==> config.mk <==
export PLATFORM = sky130hd
export DESIGN_NAME = uart_dma_req
export DESIGN_NICKNAME = d
export VERILOG_FILES = /design/src/rtl/uart_dma_req_pkg.sv /design/src/rtl/uart_dma_trig.sv /design/src/rtl/uart_dma_rx_req.sv /design/src/rtl/uart_dma_tx_req.sv /design/src/rtl/uart_dma_req.sv
export SDC_FILE = /design/constraint.sdc
export NUM_CORES = 1
export LEC_CHECK = 0
export BUFFER_PORTS_ARGS = -buffer_cell sky130_fd_sc_hd__buf_2
export CORE_AREA = 3 3 40 42
export DETAILED_ROUTE_END_ITERATION = 6
export DIE_AREA = 0 0 43 45
export PLACE_DENSITY = 0.57
export SYNTH_ARGS = -nofsm -noshare
export SYNTH_HDL_FRONTEND = slang
export SYNTH_SLANG_ARGS = --single-unit
==> constraint.sdc <==
create_clock -name clk_i -period 1.25 [get_ports clk_i]
set_input_delay 0.0625 -clock clk_i [delete_from_list [all_inputs] [get_ports clk_i]]
set_output_delay 0.0625 -clock clk_i [all_outputs]
set_load 0.1 [all_outputs]
==> src/rtl/uart_dma_req_pkg.sv <==
package uart_dma_req_pkg;

  // Receive trigger threshold for a FIFO of the given depth.
  function automatic int trig_level(input logic [1:0] sel, input int depth);
    case (sel)
      2'b00:   return 1;
      2'b01:   return depth / 4;
      2'b10:   return depth / 2;
      default: return depth - 2;
    endcase
  endfunction

endpackage

==> src/rtl/uart_dma_trig.sv <==
module uart_dma_trig #(
  parameter int DEPTH = 16,
  parameter int CNT_W = $clog2(DEPTH + 1)
) (
  input  logic             fifo_en_i,
  input  logic [1:0]       sel_i,
  input  logic [CNT_W-1:0] count_i,
  output logic             hit_o
);
  import uart_dma_req_pkg::*;

  logic [CNT_W-1:0] level;

  assign level = CNT_W'(trig_level(sel_i, DEPTH));
  assign hit_o = fifo_en_i && (count_i >= level);

endmodule

==> src/rtl/uart_dma_rx_req.sv <==
module uart_dma_rx_req #(
  parameter int CNT_W = 5
) (
  input  logic             clk_i,
  input  logic             rst_ni,
  input  logic             fifo_en_i,
  input  logic             latch_mode_i,
  input  logic             clr_i,
  input  logic [CNT_W-1:0] count_i,
  input  logic             hold_full_i,
  input  logic             trig_hit_i,
  input  logic             timeout_i,
  output logic             req_o
);
  logic occ;
  logic req_d, req_q;

  assign occ = fifo_en_i ? (count_i != '0) : hold_full_i;

  always_comb begin
    req_d = req_q;
    if (fifo_en_i && clr_i)      req_d = 1'b0;
    else if (latch_mode_i) begin
      if (!occ)                  req_d = 1'b0;
      else if (trig_hit_i || timeout_i) req_d = 1'b1;
    end else                     req_d = occ;
  end

  always_ff @(posedge clk_i or negedge rst_ni) begin
    if (!rst_ni) req_q <= 1'b0;
    else         req_q <= req_d;
  end

  assign req_o = req_q;

endmodule

==> src/rtl/uart_dma_tx_req.sv <==
module uart_dma_tx_req #(
  parameter int CNT_W = 5
) (
  input  logic             clk_i,
  input  logic             rst_ni,
  input  logic             fifo_en_i,
  input  logic             latch_mode_i,
  input  logic             clr_i,
  input  logic [CNT_W-1:0] count_i,
  input  logic             full_i,
  input  logic             hold_full_i,
  output logic             req_o
);
  logic occ;
  logic req_d, req_q;

  assign occ = fifo_en_i ? (count_i != '0) : hold_full_i;

  always_comb begin
    req_d = req_q;
    if (fifo_en_i && clr_i)      req_d = 1'b1;
    else if (latch_mode_i) begin
      // set on empty, release only on completely full
      if (!occ)                  req_d = 1'b1;
      else if (full_i)           req_d = 1'b0;
    end else                     req_d = !occ;
  end

  always_ff @(posedge clk_i or negedge rst_ni) begin
    if (!rst_ni) req_q <= 1'b1;
    else         req_q <= req_d;
  end

  assign req_o = req_q;

endmodule

==> src/rtl/uart_dma_req.sv <==
module uart_dma_req #(
  parameter int DEPTH = 16,
  localparam int CNT_W = $clog2(DEPTH + 1)
) (
  input  logic             clk_i,
  input  logic             rst_ni,
  input  logic             fifo_en_i,
  input  logic             dma_mode_i,
  input  logic [1:0]       rx_trig_sel_i,
  input  logic             rx_clr_i,
  input  logic             tx_clr_i,
  input  logic [CNT_W-1:0] rx_count_i,
  input  logic             rx_timeout_i,
  input  logic             rx_hold_full_i,
  input  logic [CNT_W-1:0] tx_count_i,
  input  logic             tx_full_i,
  input  logic             tx_hold_full_i,
  output logic             rxrdy_no,
  output logic             txrdy_no,
  output logic             rx_trig_hit_o
);
  logic latch_mode;
  logic trig_hit;
  logic rx_req, tx_req;

  assign latch_mode = fifo_en_i && dma_mode_i;

  uart_dma_trig #(.DEPTH(DEPTH), .CNT_W(CNT_W)) u_trig (
    .fifo_en_i (fifo_en_i),
    .sel_i     (rx_trig_sel_i),
    .count_i   (rx_count_i),
    .hit_o     (trig_hit)
  );

  uart_dma_rx_req #(.CNT_W(CNT_W)) u_rx (
    .clk_i        (clk_i),
    .rst_ni       (rst_ni),
    .fifo_en_i    (fifo_en_i),
    .latch_mode_i (latch_mode),
    .clr_i        (rx_clr_i),
    .count_i      (rx_count_i),
    .hold_full_i  (rx_hold_full_i),
    .trig_hit_i   (trig_hit),
    .timeout_i    (rx_timeout_i),
    .req_o        (rx_req)
  );

  uart_dma_tx_req #(.CNT_W(CNT_W)) u_tx (
    .clk_i        (clk_i),
    .rst_ni       (rst_ni),
    .fifo_en_i    (fifo_en_i),
    .latch_mode_i (latch_mode),
    .clr_i        (tx_clr_i),
    .count_i      (tx_count_i),
    .full_i       (tx_full_i),
    .hold_full_i  (tx_hold_full_i),
    .req_o        (tx_req)
  );

  assign rxrdy_no      = !rx_req;
  assign txrdy_no      = !tx_req;
  assign rx_trig_hit_o = trig_hit;

endmodule

* Yosys cells after proc, flatten, opt, wreduce, memory -nomap -nowiden
Index checks and enable logic that the tools add are counted.
** Storage, ports and cells
- Input bits :: 22
- Word-level logic and storage cells :: 29
- Register bits :: 2
- Output and inout bits :: 3
** Cells by class
- Multiplexer cells :: 11
- Reduce and logical (&&, ||, !) cells :: 11
- $lt $le $gt $ge :: 1
- Equal/unequal tests :: 4
** Operators with widths (number)
- 4-bit case mux with 3 select lines :: 1
- 1-bit two-way mux :: 10
- 5-bit nonzero test :: 2
- 4-bit inequality test, second input constant :: 2
- 5-bit by 4-bit >= comparator with 1-bit output :: 1
- 1-bit logical AND :: 4
- 1-bit logical NOT :: 3
- 2-bit by 1-bit equality test with 1-bit output, second input constant :: 1
- 2-bit equality test, second input constant :: 1
- 2-bit logical NOT :: 1
- 1-bit logical OR :: 1

* Logic depth before layout (Yosys ltp)
- Word-level depth :: 9
- Gate-level depth with buffers :: 6

* Modules after synthesis
Synthesis repeated with hierarchy kept, for this count alone.
** Unflattened totals
- Cell total of the unflattened synthesis :: 33
- Area total of the unflattened synthesis :: 259.0 um^2
** Modules (own cells, without submodules)
- uart_dma_trig :: area an instance 107.6 um^2, instances 1, cells each 15, sequential area each 0.0 um^2
- uart_dma_rx_req :: area an instance 72.6 um^2, instances 1, cells each 7, sequential area each 25.0 um^2
- uart_dma_tx_req :: area an instance 65.1 um^2, instances 1, cells each 8, sequential area each 26.3 um^2
- uart_dma_req :: area an instance 13.8 um^2, instances 1, cells each 3, sequential area each 0.0 um^2

* Worst setup path after synthesis
No wires, ideal clock.
- Path type :: input -> output
- Start :: input port rx_trig_sel_i[1]
- End :: output port rx_trig_hit_o
- Slack :: -0.817 ns
- Arrival time :: 2.005 ns
- Stages on the path :: 6
- Buffers on the path :: 0
- Required time :: 1.188 ns
- Cells stage by stage :: inv_1 ha_1 nand3_1 a21oi_1 a2111oi_4 nor2_1
** On the way
- Cells in the longest elaborated chain, start to end :: 4
- Elaborated cells on any way between the ends :: 6
- Those cells by class :: 1 x order compare; 2 x eq/ne; 1 x mux; 2 x reduce/logical
** Ends and longest elaborated chain
- from (decl) :: line uart_dma_req.sv:9 : input logic [1:0] rx_trig_sel_i,
- 2-bit equality test (tied with other cells) :: line uart_dma_req_pkg.sv:5 : case (sel)
- 4-bit case mux with 3 select lines (*) :: line uart_dma_req_pkg.sv:5
- 5-bit by 4-bit >= comparator with 1-bit output (*) :: line uart_dma_trig.sv:15 : assign hit_o = fifo_en_i && (count_i >= level);
- 1-bit logical AND (*) :: line uart_dma_trig.sv:15
- to (decl) :: line uart_dma_req.sv:20 : output logic rx_trig_hit_o
Every way passes the cells marked *; elsewhere a longest branch is shown, timed or not.

* Worst setup path after layout
- Start :: input port rx_trig_sel_i[0]
- End :: output port rx_trig_hit_o
The elaborated chain is that of the path after synthesis.

==> impl_results.md <==
* Xor/xnor share of the synthesized area at 0%
* Number of global-route vias before repair at ~360
* Synthesized instance count at 30
* Final Max Tran Viols at 0
* Type of the worst setup path: in -> out
* Synth area leader: ha_1
* Adder-cell share of the synthesized area at around 20%
* Post-synth top area share at 20.0%
* Sum of buffers and inverters on the critical path at 3
* Skew final at 0 ps
* Top-level port count at 25
* CTS root buf: clkbuf_4
* Layout Utilization at around 43%
* Metal2 WL at 421 um
* Die width at ~43 um
* All-Layer GR Usage at between 9 and 10%
* P_sw at approximately 170 uW
* Register area share after synthesis at 20.5%
* Die Y at 45 um
* Sink Count at 2
* Via Count at around 340
* Worst path max stage delay at roughly 420 ps
* Multiplexer area fraction after synthesis at 0%
* Total power at around 460 uW
* Worst path top cell family by delay: compound AO/OA/AOI/OAI gates
* Highest metal used: met3
* Crit path DAT at 1230 ps
* First-pass DRT Iterations at 1
* RSZ-0062 raised after global routing: yes
* Clock power frac at roughly a third
* Outcome: finished with violations
* Crit path max fanout at 3
* Clock slew at reported path FFs at around 40 ps
* Worst Setup SP: rx_trig_sel_i[0]
* Async SR Flop Fraction at 100%
* Hold_sp: rx_hold_full_i
* Die footprint at a little under 0.002 mm2
* Antenna-violating nets left at 0
* Routability-driven placement congestion ratio at about 0.75
* Switching share of power at 36.9%
* Crit-path cells: buf_8, inv_4, ha_4, a21o_1, a2111oi_4, nor2_4, buf_12
* Reg area at ~50 um2
* Met3 Wirelength at 91 um
* Internal Power at around 290 uW
* Worst-skew pair later-pin latency at about 230 ps
* Leakage at 0.267 nW
* Max_cap viols at 0
* Hpwl dp at ~610 um
* Final period util at 103%
* CTS H-tree depth at 1
* Tmin final at about 1300 ps
* Post-Syn Area at approximately 250 um2
* Total CTS buffers at 3
* Post-synth top cells: inv_1, ha_1, a21oi_1, nor2_1
* Crit-path slowest cell: a2111oi_4
* Pwr/cell area at between 800 and 900 mW/mm2
* Post-Synth Simple-Gate Area at a little under a fifth
* Layout area overhead at 119%
* Main flop type after synthesis: dfstp_2
* Antenna Cells at 0
* Met1 wire length at 306 um
* CTS tree: built
* Final Hold Fails at 0
* Clock Tree Buf Depth at 2
* Post-synthesis compound-gate area fraction at 30.0%
* DR iter-0 viols at 0
* Sequential power share at 16.7%
* CP Launch Type: primary input
* #FFs+latches synth at 2
* Detailed Route WL at between 800 and 900 um
* DR WL/cell at 10.4 um
* Antenna violations before repair at 0
* Comb pwr share at roughly half
* Core ar. at roughly 0.0013 mm2
* First-pass GRT wire length at approximately 1400 um
* EDFF count, synth at 0
* DRC Markers at 0
* Top post-synthesis cells by area: ha_1, a2111oi_4, dfstp_2, inv_1, dfrtp_1
* Fmax at a little under 0.8 GHz
* Final nets at about 90
* Pin count of the biggest net entering global routing at 7
* Remaining global-route overflow at 0
* Syn Nets at 56
* Avg Vias per Cell at around 4.3
* Largest family of logic cells by synthesized area: compound AO/OA/AOI/OAI gates
* Final setup vio count at 1
* Layout filler cell count at approximately 130
* Critical Path Sink Type: primary output
* Worst-margin pin slew at 486 ps
* Initial core utilization at about 19%
* Multi-input logic area at 215 um2
* # rows at 13
* Ys Warns at 0
* Hold Crit Class: in -> reg
* Peak supply drop at between 0.4 and 0.5 mV
* Final worst slack at -40.0 ps
* Synthesized area per cell at between 8 and 9 um2
* Fraction of layout cells with a size suffix above 1 at 67.2%
* RR Startpoint: u_tx.req_o
* PortBufs at 24
* Failing checks: setup timing
* Most frequent cell after synthesis: inv_1
* Required @ worst endpoint at 1190 ps
* Worst relative slew slack at about two thirds
* Post-synth cell types at 17
==> flip-flops by register name (all words and copies together) (netlist names) <==
signal      count
u_rx.req_o      1
u_tx.req_o      1
==> cell type report <==
type,count,share of cell area [%]
clock buffer,4,4.79
inverter,7,5.94
multi-input combinational,21,39.3
sequential,2,9.36
tap,15,3.42
timing repair buffer,30,37.2
==> cells by family (layout without fill, tap and decap cells) <==
| logic type | after synthesis | count (layout) |
|---|---|---|
| AND/OR/NAND/NOR | 9 | 9 |
| AO/OA/AOI/OAI | 8 | 8 |
| buffers and inverters | 7 | 41 |
| adder cells (fa/ha/maj) | 4 | 4 |
| flip-flops | 2 | 2 |
==> stage by stage <==
stage          worst slack (ps)  area, um2  TNS (ps)  hold WS [ps]  instances
2_1_floorplan              -216        267      -262          -233         30
3_3_place_gp               -232        435      -429          -151         73
3_5_place_dp               -249        435      -468          -149         73
4_1_cts                   -22.5        541     -22.5           112         79
5_1_grt                   -83.8        548     -83.8           147         79
6_report                  -40.0        548     -40.0           117         79
==> repair_timing <==
action / in CTS / in global routing
endpoints found under the hold margin: 3 / 0
pin swaps: 4 / 3
hold buffers: 2 / 0
endpoints found under the setup margin: 1 / 1
resized for setup: 13 / 3
buffers inserted: 1 / 0
==> cell usage in the layout, fill, tap and decap left out, types with 2 or more instances in the layout <==
cell type      synthesis  layout
a21oi_1                3       3
inv_1                  7       4
ha_4                   0       2
clkbuf_4               0       3
dlygate4sd3_1          0       2
buf_4                  0       5
nor2_1                 3       2
buf_2                  0      20
==> power by group through the flow <==
stage	sequential [mW]	combinational, mW	clock, mW
CTS	0.0764	0.218	0.172
global placement	0.0768	0.185	0
detailed placement	0.0771	0.185	0
floorplan	0.0764	0.120	0
global route	0.0771	0.238	0.169
finish	0.0763	0.221	0.159
==> per-layer routing <==
layer / vias up / GRT usage [%]
li1: 174 / -
met1: 145 / 10.1
met2: 17 / 17.1
met3: 0 / 1.99
met4: 0 / 7.23
met5: - / 0
==> tightest hold or removal path, stage by stage <==
cell and delay, ps:
buf_2 80, a21oi_1 70, a21oi_2 100
==> path summary, 6_finish.rpt <==
kind                       slack [ps]  depth (start not counted)            end
max in group asynchronous         910                          2     u_tx.req_o
max reg2reg                       190                          4     u_tx.req_o
min                               120                          3     u_rx.req_o
min reg2reg                       580                          2     u_rx.req_o
max                               -40                          7  rx_trig_hit_o
min in group asynchronous         150                          2     u_rx.req_o
Note: power is estimated with default switching activity, not from simulation.
